<file path="src/rtl/spi_ep_pkg.sv">
`timescale 1ns/1ps
package spi_ep_pkg;
  localparam logic [7:0] OP_WRITE  = 8'h01;
  localparam logic [7:0] OP_READ   = 8'h03;
  localparam logic [7:0] REPLY_TAG = 8'h02;
  localparam logic [7:0] FILL_BYTE = 8'h00;
  localparam int         HDR_BYTES = 5;

  typedef enum logic [1:0] {
    XF_IDLE  = 2'd0,
    XF_WRITE = 2'd1,
    XF_READ  = 2'd2,
    XF_SKIP  = 2'd3
  } xfer_mode_t;
endpackage

</file>
<file path="src/rtl/spi_ep_sync.sv">
`timescale 1ns/1ps
// Multi-stage level synchronizer, one flop chain per bit.
module spi_ep_sync #(
  parameter int         W       = 3,
  parameter int         STAGES  = 2,
  parameter logic [W-1:0] RST_VAL = '0
) (
  input  logic         clk,
  input  logic         rst_n,
  input  logic [W-1:0] d_in,
  output logic [W-1:0] d_sync
);
  for (genvar g = 0; g < STAGES; g++) begin : g_stg
    logic [W-1:0] r;
    if (g == 0) begin : g_head
      always_ff @(posedge clk or negedge rst_n) begin
        if (!rst_n) r <= RST_VAL;
        else        r <= d_in;
      end
    end else begin : g_tail
      always_ff @(posedge clk or negedge rst_n) begin
        if (!rst_n) r <= RST_VAL;
        else        r <= g_stg[g-1].r;
      end
    end
  end

  assign d_sync = g_stg[STAGES-1].r;
endmodule

</file>
<file path="src/rtl/spi_ep_shift.sv">
`timescale 1ns/1ps
// Bit engine: samples host data on SCLK fall, launches reply bits on SCLK rise.
module spi_ep_shift #(
  parameter int BITS = 8
) (
  input  logic            clk,
  input  logic            rst_n,
  input  logic            cs_act,
  input  logic            sclk_s,
  input  logic            mosi_s,
  input  logic [BITS-1:0] tx_byte,
  output logic            byte_done,
  output logic [BITS-1:0] rx_byte,
  output logic            miso
);
  localparam int CW = $clog2(BITS);
  localparam logic [CW-1:0] LAST_BIT = CW'(BITS - 1);

  logic            sclk_q;
  logic [CW-1:0]   bit_cnt, bit_cnt_d;
  logic [BITS-2:0] in_sr,   in_sr_d;
  logic [BITS-1:0] out_sr,  out_sr_d;
  logic [BITS-1:0] rx_q,    rx_d;
  logic            miso_q,  miso_d;
  logic            done_q,  done_d;
  logic            s_rise,  s_fall;

  assign s_rise = sclk_s & ~sclk_q;
  assign s_fall = ~sclk_s & sclk_q;

  always_comb begin
    bit_cnt_d = bit_cnt;
    in_sr_d   = in_sr;
    out_sr_d  = out_sr;
    rx_d      = rx_q;
    miso_d    = miso_q;
    done_d    = 1'b0;
    if (!cs_act) begin
      bit_cnt_d = '0;
    end else begin
      if (s_fall) begin
        in_sr_d = {in_sr[BITS-3:0], mosi_s};
        if (bit_cnt == LAST_BIT) begin
          bit_cnt_d = '0;
          done_d    = 1'b1;
          rx_d      = {in_sr, mosi_s};
        end else begin
          bit_cnt_d = bit_cnt + 1'b1;
        end
      end
      if (s_rise) begin
        if (bit_cnt == '0) begin
          miso_d   = tx_byte[BITS-1];
          out_sr_d = {tx_byte[BITS-2:0], 1'b0};
        end else begin
          miso_d   = out_sr[BITS-1];
          out_sr_d = {out_sr[BITS-2:0], 1'b0};
        end
      end
    end
  end

  always_ff @(posedge clk or negedge rst_n) begin
    if (!rst_n) begin
      sclk_q  <= 1'b0;
      bit_cnt <= '0;
      in_sr   <= '0;
      out_sr  <= '0;
      rx_q    <= '0;
      miso_q  <= 1'b0;
      done_q  <= 1'b0;
    end else begin
      sclk_q  <= sclk_s;
      bit_cnt <= bit_cnt_d;
      in_sr   <= in_sr_d;
      out_sr  <= out_sr_d;
      rx_q    <= rx_d;
      miso_q  <= miso_d;
      done_q  <= done_d;
    end
  end

  assign byte_done = done_q;
  assign rx_byte   = rx_q;
  assign miso      = miso_q;
endmodule

</file>
<file path="src/rtl/spi_ep_ctrl.sv">
`timescale 1ns/1ps
// Packet layer: opcode decode, length parsing, reply byte selection, handshake.
module spi_ep_ctrl
  import spi_ep_pkg::*;
#(
  parameter int LEN_W   = 16,
  parameter int GAP_CYC = 4
) (
  input  logic             clk,
  input  logic             rst_n,
  input  logic             cs_s,
  input  logic             byte_done,
  input  logic [7:0]       rx_byte,
  input  logic             tx_req,
  input  logic [LEN_W-1:0] tx_len,
  input  logic [7:0]       tx_data,
  output logic [7:0]       tx_byte,
  output logic [LEN_W-1:0] tx_addr,
  output logic             tx_done,
  output logic             rx_valid,
  output logic [7:0]       rx_data,
  output logic             rx_first,
  output logic             rx_last,
  output logic             rx_end,
  output logic             rx_bad,
  output logic             irq_n
);
  localparam int IDX_W = LEN_W + 1;
  localparam int GAP_W = $clog2(GAP_CYC + 1);
  localparam logic [IDX_W-1:0] HDR    = IDX_W'(HDR_BYTES);
  localparam logic [IDX_W-1:0] POS_L1 = IDX_W'(1);
  localparam logic [IDX_W-1:0] POS_L2 = IDX_W'(2);
  localparam logic [IDX_W-1:0] POS_N1 = IDX_W'(3);
  localparam logic [IDX_W-1:0] POS_N2 = IDX_W'(4);

  logic             cs_q;
  logic             cs_act, cs_fall, cs_rise;
  logic [IDX_W-1:0] idx_q,   idx_d;
  xfer_mode_t       mode_q,  mode_d;
  logic [LEN_W-1:0] len_q,   len_d;
  logic             lok_q,   lok_d;
  logic [IDX_W-1:0] rcv_q,   rcv_d;
  logic             pend_q,  pend_d;
  logic [LEN_W-1:0] tlen_q,  tlen_d;
  logic [GAP_W-1:0] gap_q,   gap_d;
  logic             irq_q,   irq_d;
  logic             vld_q,   vld_d;
  logic [7:0]       dat_q,   dat_d;
  logic             fst_q,   fst_d;
  logic             lst_q,   lst_d;
  logic             end_q,   end_d;
  logic             bad_q,   bad_d;
  logic             done_q,  done_d;
  logic [IDX_W-1:0] pay_idx;
  logic [IDX_W-1:0] wlen_x, tlen_x;

  assign cs_act  = ~cs_s;
  assign cs_fall = ~cs_s & cs_q;
  assign cs_rise = cs_s & ~cs_q;
  assign pay_idx = idx_q - HDR;
  assign wlen_x  = {1'b0, len_q};
  assign tlen_x  = {1'b0, tlen_q};

  // Reply byte for the position about to be shifted out.
  always_comb begin
    tx_byte = FILL_BYTE;
    if (idx_q == '0) begin
      tx_byte = pend_q ? REPLY_TAG : FILL_BYTE;
    end else if (mode_q == XF_READ) begin
      if (idx_q == POS_N1)      tx_byte = tlen_q[LEN_W-1 -: 8];
      else if (idx_q == POS_N2) tx_byte = tlen_q[7:0];
      else if (idx_q >= HDR && pay_idx < tlen_x) tx_byte = tx_data;
    end
  end

  assign tx_addr = pay_idx[LEN_W-1:0];

  always_comb begin
    idx_d  = idx_q;
    mode_d = mode_q;
    len_d  = len_q;
    lok_d  = lok_q;
    rcv_d  = rcv_q;
    pend_d = pend_q;
    tlen_d = tlen_q;
    gap_d  = gap_q;
    dat_d  = dat_q;
    bad_d  = bad_q;
    vld_d  = 1'b0;
    fst_d  = 1'b0;
    lst_d  = 1'b0;
    end_d  = 1'b0;
    done_d = 1'b0;

    if (cs_fall) begin
      idx_d  = '0;
      mode_d = XF_IDLE;
      lok_d  = 1'b0;
      rcv_d  = '0;
      pend_d = tx_req;
      tlen_d = tx_len;
    end else if (byte_done) begin
      if (idx_q != '1) idx_d = idx_q + 1'b1;
      if (idx_q == '0) begin
        if (rx_byte == OP_READ && pend_q) mode_d = XF_READ;
        else if (rx_byte == OP_WRITE)     mode_d = XF_WRITE;
        else                              mode_d = XF_SKIP;
      end else if (mode_q == XF_WRITE) begin
        if (idx_q == POS_L1 || idx_q == POS_L2) begin
          len_d = {len_q[LEN_W-9:0], rx_byte};
          if (idx_q == POS_L2) lok_d = 1'b1;
        end else if (idx_q >= HDR && rcv_q < wlen_x) begin
          vld_d = 1'b1;
          dat_d = rx_byte;
          fst_d = (rcv_q == '0);
          lst_d = (rcv_q == wlen_x - 1'b1);
          rcv_d = rcv_q + 1'b1;
        end
      end
    end

    if (cs_rise) begin
      if (mode_q == XF_WRITE) begin
        end_d = 1'b1;
        bad_d = !lok_q || (rcv_q != wlen_x);
      end
      if (mode_q == XF_READ && idx_q >= HDR + tlen_x) done_d = 1'b1;
      mode_d = XF_IDLE;
      gap_d  = GAP_W'(GAP_CYC);
    end else if (gap_q != '0) begin
      gap_d = gap_q - 1'b1;
    end

    irq_d = ~(cs_act | (tx_req & (gap_q == '0) & ~cs_rise));
  end

  always_ff @(posedge clk or negedge rst_n) begin
    if (!rst_n) begin
      cs_q   <= 1'b1;
      idx_q  <= '0;
      mode_q <= XF_IDLE;
      len_q  <= '0;
      lok_q  <= 1'b0;
      rcv_q  <= '0;
      pend_q <= 1'b0;
      tlen_q <= '0;
      gap_q  <= '0;
      irq_q  <= 1'b1;
      vld_q  <= 1'b0;
      dat_q  <= '0;
      fst_q  <= 1'b0;
      lst_q  <= 1'b0;
      end_q  <= 1'b0;
      bad_q  <= 1'b0;
      done_q <= 1'b0;
    end else begin
      cs_q   <= cs_s;
      idx_q  <= idx_d;
      mode_q <= mode_d;
      len_q  <= len_d;
      lok_q  <= lok_d;
      rcv_q  <= rcv_d;
      pend_q <= pend_d;
      tlen_q <= tlen_d;
      gap_q  <= gap_d;
      irq_q  <= irq_d;
      vld_q  <= vld_d;
      dat_q  <= dat_d;
      fst_q  <= fst_d;
      lst_q  <= lst_d;
      end_q  <= end_d;
      bad_q  <= bad_d;
      done_q <= done_d;
    end
  end

  assign irq_n    = irq_q;
  assign rx_valid = vld_q;
  assign rx_data  = dat_q;
  assign rx_first = fst_q;
  assign rx_last  = lst_q;
  assign rx_end   = end_q;
  assign rx_bad   = bad_q;
  assign tx_done  = done_q;
endmodule

</file>
<file path="src/rtl/hspi_endpoint.sv">
`timescale 1ns/1ps
module hspi_endpoint #(
  parameter int LEN_W       = 16,
  parameter int GAP_CYC     = 4,
  parameter int SYNC_STAGES = 2
) (
  input  logic             clk,
  input  logic             rst_n,
  input  logic             spi_sclk,
  input  logic             spi_cs_n,
  input  logic             spi_mosi,
  output logic             spi_miso,
  output logic             irq_n,
  input  logic             tx_req,
  input  logic [LEN_W-1:0] tx_len,
  output logic [LEN_W-1:0] tx_addr,
  input  logic [7:0]       tx_data,
  output logic             tx_done,
  output logic             rx_valid,
  output logic [7:0]       rx_data,
  output logic             rx_first,
  output logic             rx_last,
  output logic             rx_end,
  output logic             rx_bad
);
  // Reset: asserted asynchronously, released on a clock edge.
  logic [1:0] rst_pipe;
  logic       rst_ni;
  always_ff @(posedge clk or negedge rst_n) begin
    if (!rst_n) rst_pipe <= 2'b00;
    else        rst_pipe <= {rst_pipe[0], 1'b1};
  end
  assign rst_ni = rst_pipe[1];

  logic [2:0] pins_s;
  logic       sclk_s, cs_s, mosi_s, cs_act;
  logic       byte_done;
  logic [7:0] rx_byte, tx_byte;

  spi_ep_sync #(.W(3), .STAGES(SYNC_STAGES), .RST_VAL(3'b010)) u_sync (
    .clk    (clk),
    .rst_n  (rst_ni),
    .d_in   ({spi_sclk, spi_cs_n, spi_mosi}),
    .d_sync (pins_s)
  );
  assign sclk_s = pins_s[2];
  assign cs_s   = pins_s[1];
  assign mosi_s = pins_s[0];
  assign cs_act = ~cs_s;

  spi_ep_shift #(.BITS(8)) u_shift (
    .clk       (clk),
    .rst_n     (rst_ni),
    .cs_act    (cs_act),
    .sclk_s    (sclk_s),
    .mosi_s    (mosi_s),
    .tx_byte   (tx_byte),
    .byte_done (byte_done),
    .rx_byte   (rx_byte),
    .miso      (spi_miso)
  );

  spi_ep_ctrl #(.LEN_W(LEN_W), .GAP_CYC(GAP_CYC)) u_ctrl (
    .clk       (clk),
    .rst_n     (rst_ni),
    .cs_s      (cs_s),
    .byte_done (byte_done),
    .rx_byte   (rx_byte),
    .tx_req    (tx_req),
    .tx_len    (tx_len),
    .tx_data   (tx_data),
    .tx_byte   (tx_byte),
    .tx_addr   (tx_addr),
    .tx_done   (tx_done),
    .rx_valid  (rx_valid),
    .rx_data   (rx_data),
    .rx_first  (rx_first),
    .rx_last   (rx_last),
    .rx_end    (rx_end),
    .rx_bad    (rx_bad),
    .irq_n     (irq_n)
  );
endmodule

</file>
<file path="config.mk">
export PLATFORM = sky130hd
export DESIGN_NAME = hspi_endpoint
export DESIGN_NICKNAME = d
export VERILOG_FILES = /design/src/rtl/spi_ep_pkg.sv /design/src/rtl/spi_ep_sync.sv /design/src/rtl/spi_ep_shift.sv /design/src/rtl/spi_ep_ctrl.sv /design/src/rtl/hspi_endpoint.sv
export SDC_FILE = /design/constraint.sdc
export NUM_CORES = 1
export LEC_CHECK = 0
export ABC_AREA = 1
export BUFFER_PORTS_ARGS = -buffer_cell sky130_fd_sc_hd__clkbuf_2
export CAP_MARGIN = 5
export CORE_MARGIN = 10
export CORE_UTILIZATION = 25
export CTS_BUF_LIST = sky130_fd_sc_hd__clkbuf_4 sky130_fd_sc_hd__clkbuf_8
export CTS_CLUSTER_DIAMETER = 80
export CTS_CLUSTER_SIZE = 25
export DETAILED_ROUTE_END_ITERATION = 7
export PLACE_DENSITY = 0.42
export SETUP_SLACK_MARGIN = 0.4
export SKIP_CTS_REPAIR_TIMING = 1
export SYNTH_ARGS = -nofsm -noshare
export SYNTH_HDL_FRONTEND = slang
export SYNTH_HIERARCHICAL = 1
export SYNTH_SLANG_ARGS = --single-unit
</file>
<file path="constraint.sdc">
create_clock -name clk -period 8.55 [get_ports clk]
set_clock_uncertainty 0.05 [all_clocks]
set_input_delay 1.2825 -clock clk [delete_from_list [all_inputs] [get_ports clk]]
set_output_delay 1.2825 -clock clk [all_outputs]
set_load 0.01 [all_outputs]
</file>
Yosys cells after proc, flatten, opt, wreduce, memory -nomap -nowiden
Index checks and enable logic that the tools add are counted.

operators by class
  add/sub/neg operators = 7
  reductions and logical operators = 32
  equality and inequality tests = 14
  bitwise operators = 16
  muxes and demuxes = 59
  order comparisons = 4

operators by type and width
  operator                                                             count
  two-way mux 17 bit                                                   9
  two-way mux 8 bit                                                    6
  adder 17 x 1 -> 17 bit (second input constant)                       2
  == test 17 x 2 -> 1 bit (second input constant)                      2
  logical NOT 17 bit                                                   2
  < comparator 17 x 16 -> 1 bit                                        2
  two-way mux 1 bit                                                    32
  adder 3 x 16 -> 17 bit (first input constant)                        1
  == test 17 x 1 -> 1 bit (second input constant)                      1
  == test 17 bit                                                       1
  == test 17 x 3 -> 1 bit (second input constant)                      1
  greater-or-equal comparator 17 bit                                   1
  greater-or-equal comparator 17 x 3 -> 1 bit (second input constant)  1
  != test 17 x 16 -> 1 bit                                             1
  != test 17 bit (second input constant)                               1
  subtractor 16 x 1 -> 17 bit (second input constant)                  1
  subtractor 17 x 3 -> 17 bit (second input constant)                  1
  nonzero test 2 bit                                                   8
  two-way mux 3 bit                                                    5
  AND reduction 5 bit                                                  3
  two-way mux 2 bit                                                    7
  AND reduction 2 bit                                                  5
  NOT 1 bit                                                            9
  nonzero test 3 bit                                                   3
  other kinds (16)                                                     27

storage, ports and cells
  word-level logic and storage cells = 159
  bits of input ports = 30
  flip-flop bits (word level) = 126

Logic depth before layout (Yosys ltp)
  depth in word-level cells = 9
  depth in mapped cells = 24

Hierarchy
Netlist, hierarchy kept.

modules (own cells, without submodules)
  module         cells an instance  area an instance (µm²)  instances
  spi_ep_ctrl    936                6835.3                  1
  spi_ep_shift   161                1323.8                  1
  spi_ep_sync    6                  152.6                   1
  hspi_endpoint  4                  57.6                    1

Worst setup path after synthesis
No wires, ideal clock.

  kind = register to output
  start point = reg u_ctrl.idx_q[0]
  end point = out tx_addr[15]
  path buffers = 0
  setup slack = 5420 ps
  cell stages (with the launch flop) = 8
  data required time = 7218 ps
  data arrival time = 1797 ps
  path through = dfrtp_1 inv_1 a21oi_1 nor3_1 nand3_1 nor3_1 nand2_1 xor2_1

on the way
  word-level cells in the longest chain between the ends = 1

ends and longest elaborated chain
  what                         RTL line             source
  start: declaration           spi_ep_ctrl.sv:38    logic [IDX_W-1:0] idx_q, idx_d;
  start signal: assignment     spi_ep_ctrl.sv:158   idx_q <= idx_d;
  subtractor 17 x 3 -> 17 bit  spi_ep_ctrl.sv:60    assign pay_idx = idx_q - HDR;
  end: declaration             hspi_endpoint.sv:16  output logic [LEN_W-1:0] tx_addr,

No other way between the ends.

Final worst setup path
Same ends and word-level chain as after synthesis.

==> metrics.md <==
| Metric | Value |
|---|---|
| Status | `finished clean` |
| GRT Overall Usage | `0.120` |
| Max Cap Viol | `0` |
| Synth-to-Final Area Change | `13.8%` |
| Core area | `32800 sq um` |
| Asr flop ratio synth | `1.00` |
| Worst Hold Class | `reg -> reg` |
| Number of synthesized flops with an enable pin | `0` |
| Psw | `0.419 mW` |
| Number of routed nets with antenna violations | `0` |
| CP arrival | `2.83 ns` |
| Synthesized area per cell | `7.56 sq um` |
| Flop pwr share | `0.490` |
| 1st-iter DRT viols | `333` |
| Die W | `203 um` |
| Sequential fraction of the synthesis area | `0.374` |
| Synthesized-area fraction occupied by adder cells | `0.100` |
| Clk buf depth | `2` |
| First-pass GRT wire length | `39600 um` |
| Slew HR | `0.431` |
| Met2 WL | `11400 um` |
| Hold endpoint | `u_sync/d_sync[2]$_DFF_PN0_` |
| Max Slew Vio Count | `0` |
| CP Launch Type | `flip-flop` |
| Worst Hold Depth | `0` |
| RSZ-0062 raised after global routing | `no` |
| Non-filler cells, final | `1622` |
| Clock power frac | `0.388` |
| Port Buf Inserts | `61` |
| Leak | `4.70 nW` |
| Placed Cells incl. Taps | `1590` |
| Number of remaining DRC errors | `0` |
| Worst reg-to-reg setup slack | `4.91 ns` |
| Least-Margin Pin Slew | `0.854 ns` |
| Worst r2r src | `u_ctrl/idx_q[0]$_DFFE_PN0P_` |
| Min-delay src | `u_sync/g_stg[0].r[2]$_DFF_PN0_` |
| Largest family of logic cells by synthesized area | `simple AND/OR/NAND/NOR gates` |
| Most frequent cells in the layout | `266 x nand2_1, 156 x inv_1, 120 x dfrtp_1` |
| Final-report setup violation count | `0` |
| Via density | `4.41` |
| Synth Cell Area | `8370 sq um` |
| Crit end category | `output port` |
| Top sig layer | `met4` |
| FF-to-FF path depth | `20` |
| Final TNS setup | `0 ns` |
| RR Endpoint | `u_shift/out_sr[4]$_DFFE_PN0P_` |
| WL met1 | `11800 um` |
| Clk_lat worst skew | `0.46 ns` |
| Yosys cell types | `45` |
| Xor/xnor share of the synthesized area | `0.0592` |
| Initial Util | `0.255` |
| Yosys reg bits | `125` |
| Std-Cell Rows | `66` |
| 1st-pass router iterations | `5` |
| Share of cells above drive strength 1 | `0.108` |
| Tmin final | `4.16 ns` |
| Max rail drop VDD | `0.0000670 V` |
| Grt ovf | `0` |
| Die area | `41200 sq um` |
| DRT Wirelength | `24100 um` |
| Post-synthesis mux area share | `0` |
| Simple-Gate Fraction of Synth Area | `0.281` |
| Yosys warnings | `6` |
| Post-synth net total | `1204` |
| Routed len/inst | `14.9 um` |
| CP Class | `reg -> out` |
| Total power | `1.35 mW` |
| Htree depth | `4` |
| Hold Vio Cnt, Final | `0` |
| DP HPWL | `18900 um` |
| RePlAce Congestion | `0.804` |
| Internal Pwr Total | `0.931 mW` |
| Fin Hold WS | `0.303 ns` |
| Synth Flop Type | `dfrtp_1` |
| Routed vias | `7161` |
| Clock sink count | `125` |
| Comb power frac | `0.122` |
| # IOs | `62` |
| Largest net degree at the start of global routing | `64` |
| WP data required | `7.22 ns` |
| Compound-Gate Fraction of Synth Area | `0.100` |
| Initial antenna violation count | `0` |
| F_max | `0.240 GHz` |
| Post-synthesis cell count | `1107` |
| Clk pin slew, worst setup/hold paths | `0.08 ns` |
| CTS Buf Count | `17` |
| Most common cell after layout, fill and taps aside | `nand2_1` |
| Net Sw Frac | `0.310` |
| Nets | `1264` |
| Final period utilization | `0.486` |
| Root Buffer | `clkbuf_8` |
| Cell Pwr Density | `142 nW/um^2` |
| Ant diodes | `0` |
| Vias in the first global route | `7229` |
| Die height | `203 um` |
| CTS tree | `built` |
| Worst-path fanout max | `10` |
| Met3 Routed Length | `601 um` |
==> per-layer routing <==
| metal | global-route usage | up-vias |
|---|---|---|
| li1 | - | 3722 |
| met1 | 0.160 | 3326 |
| met2 | 0.197 | 97 |
| met3 | 0.0201 | 16 |
| met4 | 0.0333 | 0 |
| met5 | 0 | - |
==> how the worst max path moves through the flow <==
stage                                        endpoint                         from  slack, ns  cells after the start
after CTS                                 tx_addr[15]  u_ctrl/idx_q[0]$_DFFE_PN0P_       4.38                      8
after global placement                    tx_addr[15]  u_ctrl/idx_q[0]$_DFFE_PN0P_       4.97                      8
after global routing                      tx_addr[15]  u_ctrl/idx_q[0]$_DFFE_PN0P_       4.18                      8
after floorplan           u_ctrl/gap_q[0]$_DFFE_PN0P_        rst_pipe[1]$_DFF_PN0_       4.77                      0
final                                     tx_addr[15]  u_ctrl/idx_q[0]$_DFFE_PN0P_       4.39                      8
after detailed placement                  tx_addr[15]  u_ctrl/idx_q[0]$_DFFE_PN0P_       4.91                      8
==> cell type report <==
type / count / area (sq um)
Timing Repair Buffer: 64 / 328
Fill cell: 3613 / 23300
Inverter: 159 / 597
Tap cell: 442 / 553
Clock inverter: 14 / 134
Sequential cell: 125 / 3140
Clock buffer: 18 / 248
Multi-Input combinational cell: 800 / 4530
==> sequential cells by signal, indices dropped and copies added (netlist names), 7 cells and up <==
signal and cells:
u_ctrl/rx_data 8, u_shift/in_sr 7, u_ctrl/rcv_q 17, u_shift/rx_byte 8, u_ctrl/idx_q 17, u_ctrl/len_q 16
u_shift/out_sr 7, u_ctrl/tlen_q 16
==> logic make-up after synthesis <==
kind of cell / count (synthesis)
compound gates: 151
xor+xnor: 55
fa+ha+maj: 67
buf+inv: 182
other cells: 1
simple gates: 526
flops: 125
==> synth_stat cells, drive strengths merged (2+ instances only) <==
library cell,instances,share of area
o211ai,3,0.0027
xor2,48,0.050
o21ai,81,0.048
dfrtp,121,0.36
xnor2,6,0.0063
nand4,25,0.020
and3,2,0.0015
nand3b,11,0.0099
a211oi,2,0.0018
a2111oi,2,0.0043
inv,159,0.071
clkbuf,11,0.0052
o21a,3,0.0027
o31ai,3,0.0027
a21o,2,0.0018
nand3,67,0.041
buf,12,0.0085
nor3,38,0.024
nor4,12,0.0090
nand2,272,0.12
dfstp,4,0.013
ha,67,0.10
a21oi,50,0.030
nor2,99,0.050
==> through the flow <==
step           setup WS, ns  utilization  cell area, sq um
2_1_floorplan          4.77            -              8370
3_3_place_gp           4.97        0.279              9140
3_5_place_dp           4.91        0.279              9140
4_1_cts                4.38        0.290              9520
5_1_grt                4.18        0.290              9520
6_report               4.39        0.290              9520
==> worst max-delay path: stages, from the launching register on <==
cell	delay, ns
dfrtp_1	0.43
inv_1	0.27
a21oi_1	0.15
nor3_1	0.33
nand3_1	0.24
nor3_1	0.37
nand2_1	0.11
xor2_1	0.28
clkbuf_2	0.20
==> power groups by stage <==
| stage | logic (mW) | registers [mW] | clock network, mW |
|---|---|---|---|
| 5_1_grt | 0.194 | 0.669 | 0.573 |
| 2_1_floorplan | 0.117 | 0.668 | 0 |
| 4_1_cts | 0.169 | 0.662 | 0.547 |
| 3_5_place_dp | 0.168 | 0.673 | 0 |
| 6_report | 0.164 | 0.661 | 0.524 |
| 3_3_place_gp | 0.167 | 0.673 | 0 |
(Power assumes the default switching activity.)
